File: src/rtl/xlate_pkg.sv
package xlate_pkg;

  localparam int PteBitValid = 0;
  localparam int PteBitWrite = 1;
  localparam int PteBitUser  = 2;

  typedef enum logic [2:0] {
    ST_IDLE,
    ST_FETCH_L1,
    ST_WAIT_L1,
    ST_FETCH_L2,
    ST_WAIT_L2,
    ST_DONE,
    ST_FAULT
  } walkState_e;

  typedef enum logic [1:0] {
    FLT_NONE = 2'd0,
    FLT_PAGE = 2'd1,
    FLT_PROT = 2'd2
  } fault_e;

  // control -> datapath strobes
  typedef struct packed {
    logic capReq;    // capture request fields
    logic selL2;     // address mux: second-level entry
    logic latchL1;   // store first-level entry
    logic latchL2;   // store final frame number
    logic showAddr;  // drive physical address on result
  } dpCtl_t;

  // datapath -> control status
  typedef struct packed {
    logic present;   // returned word has valid bit set
    logic permOk;    // access allowed by both levels
  } dpSts_t;

endpackage

File: src/rtl/xlate_dp.sv
module xlate_dp
  import xlate_pkg::*;
#(
  parameter int ADDR_W = 32,
  parameter int IDX_W  = 10,
  parameter int OFF_W  = 12
) (
  input  logic              clk,
  input  logic              rstN,
  input  dpCtl_t            ctl,
  input  logic [ADDR_W-1:0] tableBase,
  input  logic [ADDR_W-1:0] reqVaddr,
  input  logic              reqWrite,
  input  logic              reqUser,
  input  logic [ADDR_W-1:0] memRspData,
  output logic [ADDR_W-1:0] memReqAddr,
  output dpSts_t            sts,
  output logic [ADDR_W-1:0] rspPaddr
);

  localparam int FrameW = ADDR_W - OFF_W;
  localparam int PadW   = ADDR_W - IDX_W - 2;

  logic [ADDR_W-1:0] vaddrQ;
  logic              writeQ;
  logic              userQ;
  logic [FrameW-1:0] l1FrameQ;
  logic              l1WriteQ;
  logic              l1UserQ;
  logic [FrameW-1:0] frameQ;

  logic [IDX_W-1:0]  vpnHi;
  logic [IDX_W-1:0]  vpnLo;
  logic [ADDR_W-1:0] l1Addr;
  logic [ADDR_W-1:0] l2Addr;
  logic              unusedRspBits;

  assign vpnHi = vaddrQ[ADDR_W-1 -: IDX_W];
  assign vpnLo = vaddrQ[OFF_W +: IDX_W];

  assign l1Addr = tableBase + {{PadW{1'b0}}, vpnHi, 2'b00};
  assign l2Addr = {l1FrameQ, {OFF_W{1'b0}}} + {{PadW{1'b0}}, vpnLo, 2'b00};
  assign memReqAddr = ctl.selL2 ? l2Addr : l1Addr;

  assign unusedRspBits = ^memRspData[OFF_W-1:PteBitUser+1];

  always_ff @(posedge clk) begin
    if (!rstN) begin
      vaddrQ   <= '0;
      writeQ   <= 1'b0;
      userQ    <= 1'b0;
      l1FrameQ <= '0;
      l1WriteQ <= 1'b0;
      l1UserQ  <= 1'b0;
      frameQ   <= '0;
    end else begin
      if (ctl.capReq) begin
        vaddrQ <= reqVaddr;
        writeQ <= reqWrite;
        userQ  <= reqUser;
      end
      if (ctl.latchL1) begin
        l1FrameQ <= memRspData[ADDR_W-1:OFF_W];
        l1WriteQ <= memRspData[PteBitWrite];
        l1UserQ  <= memRspData[PteBitUser];
      end
      if (ctl.latchL2) begin
        frameQ <= memRspData[ADDR_W-1:OFF_W];
      end
    end
  end

  always_comb begin
    sts.present = memRspData[PteBitValid];
    sts.permOk  = !(writeQ && !(l1WriteQ && memRspData[PteBitWrite])) &&
                  !(userQ  && !(l1UserQ  && memRspData[PteBitUser]));
  end

  assign rspPaddr = ctl.showAddr ? {frameQ, vaddrQ[OFF_W-1:0]} : '0;

endmodule

File: src/rtl/xlate_ctrl.sv
module xlate_ctrl
  import xlate_pkg::*;
(
  input  logic       clk,
  input  logic       rstN,
  input  logic       reqValid,
  input  logic       memRspValid,
  input  dpSts_t     sts,
  output dpCtl_t     ctl,
  output logic       reqReady,
  output logic       memReqValid,
  output logic       rspValid,
  output logic [1:0] rspFault
);

  walkState_e stateQ, stateD;
  fault_e     faultQ, faultD;

  always_ff @(posedge clk) begin
    if (!rstN) begin
      stateQ <= ST_IDLE;
      faultQ <= FLT_NONE;
    end else begin
      stateQ <= stateD;
      faultQ <= faultD;
    end
  end

  always_comb begin
    stateD = stateQ;
    faultD = faultQ;
    case (stateQ)
      ST_IDLE: begin
        if (reqValid) begin
          stateD = ST_FETCH_L1;
          faultD = FLT_NONE;
        end
      end
      ST_FETCH_L1: stateD = ST_WAIT_L1;
      ST_WAIT_L1: begin
        if (memRspValid) begin
          if (!sts.present) begin
            stateD = ST_FAULT;
            faultD = FLT_PAGE;
          end else begin
            stateD = ST_FETCH_L2;
          end
        end
      end
      ST_FETCH_L2: stateD = ST_WAIT_L2;
      ST_WAIT_L2: begin
        if (memRspValid) begin
          if (!sts.present) begin
            stateD = ST_FAULT;
            faultD = FLT_PAGE;
          end else if (!sts.permOk) begin
            stateD = ST_FAULT;
            faultD = FLT_PROT;
          end else begin
            stateD = ST_DONE;
          end
        end
      end
      ST_DONE:  stateD = ST_IDLE;
      ST_FAULT: stateD = ST_IDLE;
      default:  stateD = ST_IDLE;
    endcase
  end

  always_comb begin
    ctl.capReq   = (stateQ == ST_IDLE) && reqValid;
    ctl.selL2    = (stateQ == ST_FETCH_L2);
    ctl.latchL1  = (stateQ == ST_WAIT_L1) && memRspValid;
    ctl.latchL2  = (stateQ == ST_WAIT_L2) && memRspValid;
    ctl.showAddr = (stateQ == ST_DONE);
  end

  assign reqReady    = (stateQ == ST_IDLE);
  assign memReqValid = (stateQ == ST_FETCH_L1) || (stateQ == ST_FETCH_L2);
  assign rspValid    = (stateQ == ST_DONE) || (stateQ == ST_FAULT);
  assign rspFault    = rspValid ? faultQ : FLT_NONE;

endmodule

File: src/rtl/xlate_walker.sv
module xlate_walker
  import xlate_pkg::*;
#(
  parameter int ADDR_W = 32,
  parameter int IDX_W  = 10,
  parameter int OFF_W  = 12
) (
  input  logic              clk,
  input  logic              rstN,
  input  logic [ADDR_W-1:0] tableBase,
  input  logic              reqValid,
  output logic              reqReady,
  input  logic [ADDR_W-1:0] reqVaddr,
  input  logic              reqWrite,
  input  logic              reqUser,
  output logic              memReqValid,
  output logic [ADDR_W-1:0] memReqAddr,
  input  logic              memRspValid,
  input  logic [ADDR_W-1:0] memRspData,
  output logic              rspValid,
  output logic [1:0]        rspFault,
  output logic [ADDR_W-1:0] rspPaddr
);

  dpCtl_t ctl;
  dpSts_t sts;

  xlate_ctrl uCtrl (
    .clk        (clk),
    .rstN       (rstN),
    .reqValid   (reqValid),
    .memRspValid(memRspValid),
    .sts        (sts),
    .ctl        (ctl),
    .reqReady   (reqReady),
    .memReqValid(memReqValid),
    .rspValid   (rspValid),
    .rspFault   (rspFault)
  );

  xlate_dp #(
    .ADDR_W(ADDR_W),
    .IDX_W (IDX_W),
    .OFF_W (OFF_W)
  ) uDp (
    .clk       (clk),
    .rstN      (rstN),
    .ctl       (ctl),
    .tableBase (tableBase),
    .reqVaddr  (reqVaddr),
    .reqWrite  (reqWrite),
    .reqUser   (reqUser),
    .memRspData(memRspData),
    .memReqAddr(memReqAddr),
    .sts       (sts),
    .rspPaddr  (rspPaddr)
  );

endmodule

File: config.mk
export PLATFORM = sky130hd
export DESIGN_NAME = xlate_walker
export DESIGN_NICKNAME = d
export VERILOG_FILES = /design/src/rtl/xlate_pkg.sv /design/src/rtl/xlate_dp.sv /design/src/rtl/xlate_ctrl.sv /design/src/rtl/xlate_walker.sv
export SDC_FILE = /design/constraint.sdc
export NUM_CORES = 1
export LEC_CHECK = 0
export ABC_AREA = 1
export BUFFER_PORTS_ARGS = -buffer_cell sky130_fd_sc_hd__buf_2
export CORE_MARGIN = 4
export CORE_UTILIZATION = 31
export CTS_BUF_LIST = sky130_fd_sc_hd__clkbuf_16
export DETAILED_ROUTE_END_ITERATION = 6
export HOLD_SLACK_MARGIN = 0.05
export PLACE_DENSITY = 0.65
export SLEW_MARGIN = 15
export SYNTH_ARGS = -nofsm -noshare
export SYNTH_HDL_FRONTEND = slang
export SYNTH_HIERARCHICAL = 1
export SYNTH_SLANG_ARGS = --single-unit
File: constraint.sdc
create_clock -name clk -period 2.3 [get_ports clk]
set_input_delay 0.46 -clock clk [delete_from_list [all_inputs] [get_ports clk]]
set_output_delay 0.46 -clock clk [all_outputs]
set_load 0.01 [all_outputs]
## Word-level counts from Yosys, hierarchy flattened

Cells that the tools add are included.

- Register bits: 81
- Bits in latches: 0
- RAM bits: 0
- Memory bits (read-only): 0
- Output and inout port bits: 69
- Logic and storage cells: 57
- Memories: 0

- Add/sub/neg operators: 2
- Multipliers: 0
- Div/mod/pow operators: 0
- Magnitude comparators: 0
- Eq/ne operators: 11
- Shift operators: 0
- Mux-type cells: 17
- Bitwise gates (word level): 0
- Reductions and logical operators: 18

Operators by type and width:

| kind | number |
|---|---|
| 32-bit by 12-bit adder with 32-bit output | 2 |
| 32-bit two-way mux | 2 |
| 2-bit two-way mux | 8 |
| 3-bit two-way mux | 5 |
| 3-bit one-hot mux with 5 select lines | 1 |
| 3-bit == test, second input constant | 3 |
| 1-bit logical AND | 8 |
| 2-bit inequality test, second input constant | 4 |
| 3-bit by 2-bit == test with 1-bit output, second input constant | 2 |
| 2-bit one-hot mux with 3 select lines | 1 |
| 6-bit AND reduction | 1 |
| 1-bit zero test | 4 |
| 3-bit by 1-bit == test with 1-bit output, second input constant | 1 |
| 3-bit zero test | 1 |
| 3-bit inequality test, second input constant | 1 |
| 3-bit AND reduction | 1 |
| 3-bit nonzero test | 1 |
| 1-bit logical OR | 2 |

## Logic depth before layout (Yosys ltp)

Gate-level depths: netlist (run 1).

- Word-level depth: 9
- Depth in mapped cells: 13
- Mapped depth without buffers: 13

## By module

The synthesis (run 1) kept the hierarchy.

Modules (own cells, without submodules):

| module | instances | cells each | area an instance (um2) |
|---|---|---|---|
| xlate_dp | 1 | 765 | 4,540.6 |
| xlate_ctrl | 1 | 70 | 436.7 |

## Least setup slack after synthesis (run 1)

No wires, ideal clock.

- Path kind: input-to-output
- Start point: input port tableBase[2]
- End point: output port memReqAddr[14]
- Data arrival time: 1.896 ns
- Data required time: 1.840 ns
- Slack: -0.056 ns
- Stages: 9
- Buffers on the path: 0
- Cells stage by stage: ha_1 -> fa_1 -> nand3_1 -> nand3_1 -> nand3_2 -> nand3b_4 -> or2_1 -> nand3_1 -> nand2_1

- Longest elaborated chain between the ends: 2

Ends and longest elaborated chain:

| what | line | source |
|---|---|---|
| start: declaration | xlate_walker.sv:10 | `input logic [ADDR_W-1:0] tableBase,` |
| 32-bit by 12-bit adder with 32-bit output | xlate_dp.sv:41 | `assign l1Addr = tableBase + {{PadW{1'b0}}, vpnHi, 2'b00};` |
| 32-bit two-way mux | xlate_dp.sv:43 | `assign memReqAddr = ctl.selL2 ? l2Addr : l1Addr;` |
| end: declaration | xlate_walker.sv:17 | `output logic [ADDR_W-1:0] memReqAddr,` |

No other way between the ends.

## Final worst setup path (run 1)

- Start point: register uDp.vaddrQ[22]
- End point: output port memReqAddr[18]

- Longest elaborated chain between the ends: 2

Ends and longest elaborated chain:

| what | line | source |
|---|---|---|
| start: declaration | xlate_dp.sv:24 | `logic [ADDR_W-1:0] vaddrQ;` |
| start signal: assignment | xlate_dp.sv:58 | `vaddrQ <= reqVaddr;` |
| 32-bit by 12-bit adder with 32-bit output | xlate_dp.sv:41 |  |
| 32-bit two-way mux | xlate_dp.sv:43 |  |

No other way between the ends.

==> summary.md, run 1 <==
| Metric | Value |
|---|---|
| Die width | 135 um |
| Final Hold Viols | 0 |
| Initial antenna violation count | 0 |
| Count of different cell masters after synthesis | 35 |
| Worst Setup Path Type | flip-flop to output port |
| Starting Density | 31.4% |
| Nets | 1126 |
| Die height | 135 um |
| Syn Std Cell Area | 4980 um^2 |
| Layout area overhead | 39.2% |
| Max frequency | 384 MHz |
| Post-DRT Antenna Nets | 0 |
| First-pass GRT wire length | 25700 um |
| Worst EP arrival | 2.14 ns |
| RePlAce Congestion | 0.851 |
| GRT Util Overall | 17.4% |
| Clock slew at reported path FFs | 0.07 ns |
| Die ar. | 18100 um^2 |
| Placed Area | 6160 um^2 |
| Diode count | 0 |
| Ys Warns | 6 |
| Pwr dens | 915 nW/um^2 |
| Post-Syn Instances | 835 |
| Ys flop type | dfxtp_1 |
| Crit path max fanout | 8 |
| Post-DP HPWL | 11900 um |
| Hold Crit Class | primary input to flip-flop |
| Vias in the first global route | 5336 |
| Via-per-instance ratio | 4.58 |
| Clock tree from TritonCTS | yes |
| Cts bufs inserted | 9 |
| Syn Area/Cell | 5.96 um^2 |
| Number of synthesized flops with an enable pin | 0 |
| Slew margin rel. | 58.6% |
| Clock skew | 0.00780 ns |
| TritonCTS Sinks | 81 |
| Pin count of the biggest net entering global routing | 80 |
| Startpoint Class | flip-flop |
| Failing checks | setup timing |
| Clk_lat worst skew | 0.35 ns |
| Final wirelength | 16100 um |
| Fin cells | 1234 |
| Post-synthesis sequential area ratio | 32.6% |
| Max cap viols | 0 |
| Max-slew violation count | 0 |
| Placed insts | 1209 |
| Drt drc | 0 |
| Fin crit share | 113% |
| Finished Cell Area | 6930 um^2 |
| Critical Path End Type | output port |
| Fraction of layout cells with a size suffix above 1 | 31.7% |
| DR WL/cell | 13.1 um |
| H-tree levels | 3 |
| CTS Buffer Depth | 2 |
| Final setup viols | 27 |
| Synth Register Bits | 81 |
| DR pass1 iterations | 7 |
| WP data required | 1.84 ns |
| Hold Slack | 0.336 ns |
| Final Power | 6.34 mW |
| Fin crit period | 2.60 ns |
| RSZ-0062 raised after global routing | yes |
| Clock root cell | clkbuf_16 |
| Peak supply drop | 0.447 mV |
| DR vias | 5657 |
| Boundary Pins | 171 |
| Ys async rst share | 0% |
| Dpl ws | -0.315 ns |
| Number of port buffers | 161 |
| Leak pwr | 3.77 nW |
| Final worst slack | -0.304 ns |
| DRT iter0 DRCs | 367 |
| Worst slew pin tran | 0.620 ns |
| Gr ovfl total | 0 |
| Status | complete, but fails checks |
| # rows | 46 |
| Core area | 15800 um^2 |
| Syn_nets | 948 |
area by class of cell:
| type | instances | area (um^2) |
|---|---|---|
| multi-input combinational | 620 | 3200 |
| fill | 1694 | 8900 |
| tap | 216 | 270 |
| timing repair buffer | 201 | 1140 |
| inverter | 100 | 375 |
| clock inverter | 7 | 80.1 |
| clock buffer | 9 | 225 |
| sequential | 81 | 1640 |
flip-flops by register name, indices dropped and copies added (netlist names):
name	count
uCtrl/faultQ	2
uCtrl/stateQ	3
uDp/frameQ	20
uDp/l1FrameQ	20
uDp/l1UserQ	1
uDp/l1WriteQ	1
uDp/userQ	1
uDp/vaddrQ	32
uDp/writeQ	1
metal layers:
| metal | track usage (%) | vias to the layer above | wire length (um) |
|---|---|---|---|
| met5 | 0 | - | 0 |
| met4 | 6.05 | 0 | 353 |
| met3 | 2.31 | 27 | 596 |
| met2 | 29.6 | 138 | 7840 |
| met1 | 22.6 | 2549 | 7350 |
| li1 | - | 2943 | - |
Yosys cell counts, types with 4 or more instances:
library cell  instances  area share [%]
a21oi_1              10             1.0
clkbuf_1             27             2.0
dfxtp_1              81              33
ha_1                 10             2.5
inv_1                96             7.2
nand2_1             216              16
nand2_2               7            0.88
nand3_1              55             5.5
nand3_2               6             1.2
nand3b_1              6            0.90
nand4_1               4            0.50
nor2_1              188              14
nor2_2                6            0.75
nor3_1                6            0.60
o21ai_0              83             8.3
or2_2                 5            0.63
timing repair:
| item | 4_1_cts | 5_1_grt |
|---|---|---|
| endpoints found under the setup margin | 28 | 26 |
| hold buffers | 0 | 0 |
| pin swaps | 18 | 6 |
| buffers inserted | 3 | 7 |
| resized for setup | 62 | 32 |
worst paths after layout:
| path | start | to | slack, ns | cells past startpoint |
|---|---|---|---|---|
| max reg2reg | uCtrl/stateQ[2] | uDp/l1FrameQ[17] | 0.62 | 7 |
| min | reqVaddr[15] | uDp/vaddrQ[15] | 0.34 | 3 |
| min reg2reg | uCtrl/faultQ[1] | uCtrl/faultQ[1] | 0.49 | 2 |
| max | uDp/vaddrQ[22] | memReqAddr[18] | -0.30 | 11 |
worst max-delay path, cell delays in order (launching register included):
cell and delay [ns]:
dfxtp_2 0.33, ha_4 0.16, fa_2 0.37, nand3_4 0.09
nand3_4 0.11, nand3_4 0.09, nand3b_4 0.13, buf_4 0.16
nand3_2 0.06, nand3_2 0.09, nand2_1 0.10, buf_6 0.11
logic make-up (layout without fill, tap and decap cells):
kind of cell	count (synthesis)	after routing	share of synthesized area [%]
XOR/XNOR	2	2	0.352
AO/OA/AOI/OAI	97	97	9.95
buffers and inverters	134	317	10.6
AND/OR/NAND/NOR	510	510	43.6
flip-flops	81	81	32.6
adder cells (fa/ha/maj)	11	11	2.92
through the flow:
step / util [%] / TNS [ns]
detailed placement: 38.9 / -4.25
CTS: 42.8 / -3.85
global route: 43.8 / -7.32
finish: 43.8 / -4.40
floorplan: - / 0
global placement: 38.9 / -3.84
power by group:
group	internal (mW)	switching [mW]	leakage [nW]
sequential	1.78	0.211	0.666
combinational	1.17	1.70	2.96
clock	0.850	0.625	0.142
total	3.80	2.54	3.77
cell usage in the layout (no fill, tap or decap), types with 5 or more instances in the layout:
| master | count |
|---|---|
| nand2_1 | 195 |
| nor2_1 | 180 |
| buf_2 | 158 |
| inv_1 | 93 |
| o21ai_0 | 79 |
| dfxtp_1 | 71 |
| nand3_1 | 42 |
| buf_4 | 37 |
| nand2_2 | 21 |
| nand3_2 | 15 |
| nor2_2 | 12 |
| clkbuf_16 | 9 |
| dfxtp_2 | 9 |
| ha_4 | 9 |
| nand2_4 | 8 |
| a21oi_1 | 7 |
| nand3b_1 | 6 |
| buf_6 | 5 |
| nor2_4 | 5 |
| inv_2 | 5 |
| o21ai_1 | 5 |
| or2_2 | 5 |
Power figures use the tool's default switching activity.
==> run 2, diff against run 1 <==
--- a/config.mk
+++ b/config.mk
@@ -6,7 +6,7 @@
 export NUM_CORES = 1
 export LEC_CHECK = 0
 export ABC_AREA = 1
-export BUFFER_PORTS_ARGS = -buffer_cell sky130_fd_sc_hd__buf_2
+export BUFFER_PORTS_ARGS = -buffer_cell sky130_fd_sc_hd__buf_4
 export CORE_MARGIN = 4
 export CORE_UTILIZATION = 31
 export CTS_BUF_LIST = sky130_fd_sc_hd__clkbuf_16
==> run 2 against run 1 <==
Effect of this change: the run still ends with setup timing left; non-clock buffer count fell by 6; sequential share of layout area fell by 1.3 points; register-to-register slack improved by 0.06 ns; combinational power rose by 5%; hold slack improved by 0.0015 ns; critical path depth rose by 1; cell count fell by 0.65%; maximum frequency rose by 0.73%; power rose by 2.6%; setup slack improved by 0.019 ns; via count fell by 1.2%; sequential cell count did not move; critical endpoint unchanged.
==> summary.md, run 2 (synthesis gave the netlist of run 1 again) <==
| Metric | Value |
|---|---|
| Status | complete, but fails checks |
| Failing checks | setup timing |
| Pwr dens | 887 nW/um^2 (-3.1%) |
| Hold Crit Class | primary input to flip-flop |
| Fin crit share | 112% (-0.82 points) |
| Hold Crit Start | reqVaddr[21] |
| Number of port buffers | 161 (unchanged) |
| Worst Setup Path Type | flip-flop to output port |
| DR WL/cell | 13.3 um (+1.3%) |
| Boundary Pins | 171 (unchanged) |
| Post-DP HPWL | 12000 um (+0.16%) |
| Initial antenna violation count | 0 (unchanged) |
| Most frequent cells in the layout | nand2_1, buf_4, nor2_1 |
| Core area | 15800 um^2 (unchanged) |
| Pin count of the biggest net entering global routing | 80 (unchanged) |
| Slew margin rel. | 54.0% (-4.6 points) |
| First-pass GRT wire length | 25300 um (-1.7%) |
| DR vias | 5591 (-1.2%) |
| Max cap viols | 0 (unchanged) |
| Startpoint Class | flip-flop |
| Biggest register | uDp/vaddrQ |
| GRT Util Overall | 17.2% (-0.16 points) |
| Diode count | 0 (unchanged) |
| # rows | 46 (unchanged) |
| Final worst slack | -0.286 ns (+0.0189 ns) |
| Max-slew violation count | 0 (unchanged) |
| RSZ-0062 raised after global routing | yes |
| Worst EP arrival | 2.13 ns (about the same) |
| Max reg flops | 32 (unchanged) |
| Top flop regs | uDp/vaddrQ (32), uDp/frameQ (20), uDp/l1FrameQ (20) |
| Clock skew | 0.00777 ns (-0.0000260 ns) |
| Critical Path Start | uDp/vaddrQ[22] |
| Critical Path End Type | output port |
| TritonCTS Sinks | 81 (unchanged) |
| Post-DRT Antenna Nets | 0 (unchanged) |
| Via-per-instance ratio | 4.56 (-0.52%) |
| Layout area overhead | 47.3% |
| Die ar. | 18100 um^2 (unchanged) |
| Max frequency | 387 MHz (+0.73%) |
| Clock root cell | clkbuf_16 |
| Starting Density | 31.4% (unchanged) |
| Gr ovfl total | 0 (unchanged) |
| Leak pwr | 3.87 nW (+2.7%) |
| Vias in the first global route | 5174 (-3.0%) |
| Worst slew pin tran | 0.690 ns (+0.0697 ns) |
| Final Hold Viols | 0 (unchanged) |
| Final Power | 6.50 mW (+2.6%) |
| DR pass1 iterations | 5 (-2) |
| Fraction of layout cells with a size suffix above 1 | 32.0% (+0.25 points) |
| Drt drc | 0 (unchanged) |
| Fin crit period | 2.59 ns (-0.0189 ns) |
| Commonest non-fill, non-tap cell in the layout | nand2_1 |
| Die width | 135 um (unchanged) |
| Cts bufs inserted | 9 (unchanged) |
| Clock slew at reported path FFs | 0.06 ns (about the same) |
| Clock tree from TritonCTS | yes |
| Final wirelength | 16300 um (+0.69%) |
| Die height | 135 um (unchanged) |
| Peak supply drop | 0.475 mV (+6.3%) |
| RePlAce Congestion | 0.846 (-0.56%) |
| CTS Buffer Depth | 2 (unchanged) |
| WP data required | 1.84 ns (about the same) |
| Worst r2r src | uCtrl/stateQ[1] |
| DRT iter0 DRCs | 381 (+3.8%) |
| Crit path max fanout | 4 (-4) |
| Dpl ws | -0.305 ns (+0.00998 ns) |
| Core Util, Final | 46.3% (+2.6 points) |
| H-tree levels | 3 (unchanged) |
| Setup tns final | -4.36 ns (+0.0430 ns) |
| Final setup viols | 27 (unchanged) |
| Clk_lat worst skew | 0.34 ns (about the same) |
| Nets | 1120 (-0.53%) |
run 2: changes by cell type in the layout (fill, tap and decap cells not counted), moves of 2 or more:
| cell | previous run | this run |
|---|---|---|
| nand2_2 | 21 | 29 |
| clkinv_4 | 3 | 0 |
| dfxtp_2 | 9 | 11 |
| nor2_4 | 5 | 8 |
| clkinv_2 | 0 | 2 |
| nand2_1 | 195 | 187 |
| buf_6 | 5 | 12 |
| clkinvlp_4 | 2 | 0 |
| nor2_2 | 12 | 10 |
| buf_2 | 158 | 0 |
| buf_4 | 37 | 182 |
run 2: stage by stage:
step                      hold slack (ns)  instance area, um^2  cells
after CTS                           0.329                 7160   1223
after global placement              0.477                 6540   1207
final                               0.338                 7330   1226
after floorplan                     0.452                 4980    835
after global routing                0.329                 7330   1226
after detailed placement            0.481                 6540   1207
run 2: path summary, 6_finish.rpt:
| kind | to | slack (ns) | cells past startpoint |
|---|---|---|---|
| max | memReqAddr[18] | -0.29 | 12 |
| max reg2reg | uDp/vaddrQ[22] | 0.68 | 7 |
| min | uDp/vaddrQ[21] | 0.34 | 3 |
| min reg2reg | uCtrl/faultQ[0] | 0.49 | 2 |
run 2: area by class of cell:
cell class / instances / area (um^2)
clock inverters: 5 / 73.8
fillers: 1659 / 8500
clock buffers: 9 / 225
multi-input cells: 620 / 3230
flip-flops and latches: 81 / 1640
repair buffers: 195 / 1520
inverters: 100 / 375
well taps: 216 / 270
run 2: where the power goes:
group / internal, mW / total, mW / switching, mW
registers: 1.78 / 2.00 / 0.224
logic: 1.31 / 3.00 / 1.70
clock network: 0.931 / 1.50 / 0.568
run 2: routing by layer:
layer,track usage (%),vias up,share of wire (%)
li1,-,2928,-
met3,2.65,9,3.7
met2,29.4,130,50
met5,0,-,0
met1,22.7,2524,45
met4,4.36,0,1.0
run 2: worst max-delay path, stage by stage (launching register included):
cell and delay (ns):
dfxtp_2 0.34, ha_4 0.16, fa_2 0.35, nand3_2 0.10
nand3_4 0.10, nand3_4 0.08, nand3b_4 0.11, buf_4 0.16
nand2_1 0.05, nand2_1 0.06, nand3_2 0.07, nand2_2 0.06
buf_4 0.14
run 2: what timing repair did:
item / 4_1_cts / 5_1_grt
gates resized for setup: 67 / 45
hold buffers: 0 / 0
pin swaps: 30 / 23
buffers inserted: 2 / 3
setup endpoints to repair: 37 / 31
==> run 3, diff against run 2 <==
--- a/config.mk
+++ b/config.mk
@@ -7,12 +7,15 @@
 export LEC_CHECK = 0
 export ABC_AREA = 1
 export BUFFER_PORTS_ARGS = -buffer_cell sky130_fd_sc_hd__buf_4
+export CELL_PAD_IN_SITES_DETAIL_PLACEMENT = 0
+export CELL_PAD_IN_SITES_GLOBAL_PLACEMENT = 1
 export CORE_MARGIN = 4
-export CORE_UTILIZATION = 31
+export CORE_UTILIZATION = 30
 export CTS_BUF_LIST = sky130_fd_sc_hd__clkbuf_16
 export DETAILED_ROUTE_END_ITERATION = 6
 export HOLD_SLACK_MARGIN = 0.05
-export PLACE_DENSITY = 0.65
+export PLACE_DENSITY = 0.85
+export SKIP_LAST_GASP = 1
 export SLEW_MARGIN = 15
 export SYNTH_ARGS = -nofsm -noshare
 export SYNTH_HDL_FRONTEND = slang
==> run 3 against run 2 <==
Effect of this change: the flow still finishes with violations (setup timing); setup slack better by 0.031 ns; utilization shrank 0.23 points; sequential cell count unchanged; sequential share of layout area fell by 0.16 points; cell area increased by 0.96%; die area rose by 3.1%; hold slack worse by 0.0035 ns; largest cell class unchanged; sequential power barely moved; maximum frequency up 1.2%; first-iteration DRC count down 8.4%; register-to-register slack got worse by 0.12 ns; clock power hardly changed.
==> summary.md, run 3 (synthesis gave the netlist of run 1 again) <==
| Metric | Value |
|---|---|
| Status | complete, but fails checks |
| Failing checks | setup timing |
| Most frequent cells in the layout | nand2_1, buf_4, nor2_1 |
| Top flop regs | uDp/vaddrQ (32), uDp/frameQ (20), uDp/l1FrameQ (20) |
| Max frequency | 391 MHz (+1.2%) |
| Global routing's busiest layer | met2 |
| Initial antenna violation count | 0 (unchanged) |
| # fillers | 1699 (+2.4%) |
| Hold Crit Class | primary input to flip-flop |
| DR WL/cell | 13.8 um (+4.2%) |
| Final setup viols | 26 (-3.7%) |
| TritonCTS Sinks | 81 (unchanged) |
| Layout area overhead | 48.7% |
| R2R depth | 7 (unchanged) |
| Fin crit share | 111% (-1.3 points) |
| Fin crit period | 2.55 ns (-0.0308 ns) |
| Worst r2r src | uCtrl/stateQ[2] |
| Final worst slack | -0.255 ns (+0.0308 ns) |
| WP data required | 1.84 ns (about the same) |
| Reg2Reg Setup Slack | 0.56 ns (-0.12 ns) |
| Number of port buffers | 161 (unchanged) |
| Vias in the first global route | 5369 (+3.8%) |
| R2r endpoint | uDp/l1FrameQ[5] |
| Crit path max fanout | 8 (+4) |
| Max-slew violation count | 0 (unchanged) |
| M1 GR Usage | 23.7% (+0.93 points) |
| DR vias | 5599 (+0.14%) |
| Sw Share | 39.8% (+1.6 points) |
| DRT iter0 DRCs | 349 (-8.4%) |
| Final Hold Viols | 0 (unchanged) |
| Post-DRT Antenna Nets | 0 (unchanged) |
| Nets | 1123 (+0.27%) |
| Pwr dens | 897 nW/um^2 (+1.2%) |
| Share of total power in combinational logic | 47.3% (+1.1 points) |
| Clock slew at reported path FFs | 0.07 ns (about the same) |
| Met2 Use GR | 30.7% (+1.2 points) |
| Diode count | 0 (unchanged) |
| Clock tree from TritonCTS | yes |
| Post-DP HPWL | 12500 um (+4.8%) |
| H-tree levels | 3 (unchanged) |
| Biggest register | uDp/vaddrQ |
| Met3 global-route usage | 2.72% (+0.075 points) |
| RePlAce Congestion | 0.831 (-1.8%) |
| Starting Density | 31.0% (-0.45 points) |
| Worst EP arrival | 2.09 ns (-0.04 ns) |
| Max cap viols | 0 (unchanged) |
| Die width | 137 um (+1.6%) |
| Clk_lat worst skew | 0.34 ns (about the same) |
| Boundary Pins | 171 (unchanged) |
| Switching pwr | 2.65 mW (+6.3%) |
| Min-Delay Path Depth | 3 (unchanged) |
| Fraction of layout cells with a size suffix above 1 | 32.6% (+0.63 points) |
| Final wirelength | 17000 um (+4.6%) |
| Hold Slack | 0.334 ns (-0.00350 ns) |
| Startpoint Class | flip-flop |
| # rows | 46 (unchanged) |
| Max reg flops | 32 (unchanged) |
| Clock share of power | 22.6% (-0.4 points) |
| Clock root cell | clkbuf_16 |
| Leak pwr | 3.87 nW (about the same) |
| Drt drc | 0 (unchanged) |
| Via-per-instance ratio | 4.55 (-0.26%) |
| Slew margin rel. | 53.9% (-0.10 points) |
| Core Util, Final | 46.1% (-0.23 points) |
| Dpl ws | -0.285 ns (+0.0208 ns) |
| DR pass1 iterations | 5 (unchanged) |
| First-pass GRT wire length | 26800 um (+6.1%) |
| Critical Path End Type | output port |
| Hold Crit Start | reqVaddr[14] |
| Clock skew | 0.00453 ns (-0.00324 ns) |
| Internal power | 4.00 mW (-0.49%) |
| Die height | 137 um (+1.6%) |
| Worst slew pin tran | 0.692 ns (+0.00156 ns) |
| Gr ovfl total | 0 (unchanged) |
| Cts bufs inserted | 9 (unchanged) |
| Commonest non-fill, non-tap cell in the layout | nand2_1 |
| RSZ-0062 raised after global routing | yes |
| CTS Buffer Depth | 2 (unchanged) |
| Core area | 16100 um^2 (+1.5%) |
| Die ar. | 18700 um^2 (+3.1%) |
| Peak supply drop | 0.550 mV (+16%) |
| Seq pwr share | 30.1% (-0.7 points) |
| Worst Setup Path Type | flip-flop to output port |
| Pin count of the biggest net entering global routing | 80 (unchanged) |
| GRT Util Overall | 18.0% (+0.78 points) |
| Worst Hold Endpoint | uDp/vaddrQ[14] |
[run 3: changes by cell type in the layout (fill, tap and decap cells not counted), sizes merged]
cell and change:
buf +3, inv +2, bufinv -1, clkinvlp +1
[run 3: routing by layer]
layer	share of wire (%)	wire [um]
met1	45	7650
met2	50	8450
met3	3.7	631
met4	1.5	262
met5	0	0
[run 3: power by group through the flow]
stage / Sequential (mW) / Combinational [mW] / Clock [mW]
floorplan: 1.92 / 1.64 / 0
finish: 2.00 / 3.14 / 1.50
global placement: 1.98 / 2.72 / 0
global route: 2.04 / 3.50 / 1.60
detailed placement: 1.98 / 2.73 / 0
CTS: 1.99 / 3.01 / 1.55
[run 3: worst max-delay path, stage by stage (launching register included)]
cell	delay, ns
dfxtp_2	0.33
ha_4	0.16
fa_2	0.35
nand3_2	0.09
nand3_4	0.11
nand3_4	0.09
nand3b_4	0.12
or2_1	0.24
nand3_1	0.07
nand2_1	0.06
buf_6	0.12
[run 3: cell type report]
class / instances / area, um^2 / share of cell area (%)
timing repair buffer: 198 / 1550 / 21.0
clock inverter: 7 / 77.6 / 1.05
inverter: 100 / 375 / 5.07
clock buffer: 9 / 225 / 3.04
tap: 216 / 270 / 3.65
sequential: 81 / 1640 / 22.1
multi-input combinational: 620 / 3260 / 44.1
[run 3: worst max path at each step]
| stage | start | to | slack [ns] | depth (start not counted) |
|---|---|---|---|---|
| 2_1_floorplan | tableBase[2] | memReqAddr[14] | 0.04 | 9 |
| 3_3_place_gp | tableBase[2] | memReqAddr[8] | -0.25 | 11 |
| 3_5_place_dp | tableBase[2] | memReqAddr[8] | -0.28 | 11 |
| 4_1_cts | uDp/vaddrQ[22] | memReqAddr[8] | -0.31 | 10 |
| 5_1_grt | uDp/vaddrQ[22] | memReqAddr[14] | -0.37 | 10 |
| 6_report | uDp/vaddrQ[22] | memReqAddr[14] | -0.25 | 10 |
[run 3: through the flow]
step	instance area (um^2)	TNS [ns]	total power, mW	std cells
final	7400	-4.28	6.64	1231
after global placement	6590	-4.63	4.70	1212
after detailed placement	6590	-5.03	4.71	1212
after global routing	7400	-7.50	7.13	1231
after floorplan	4980	0	3.56	835
after CTS	7220	-5.06	6.55	1230
[run 3: timing repair]
item | 4_1_cts | 5_1_grt
gates resized for setup | 72 | 52
hold buffers | 0 | 0
pin swaps | 19 | 26
endpoints found under the setup margin | 29 | 30
setup buffers | 2 | 2
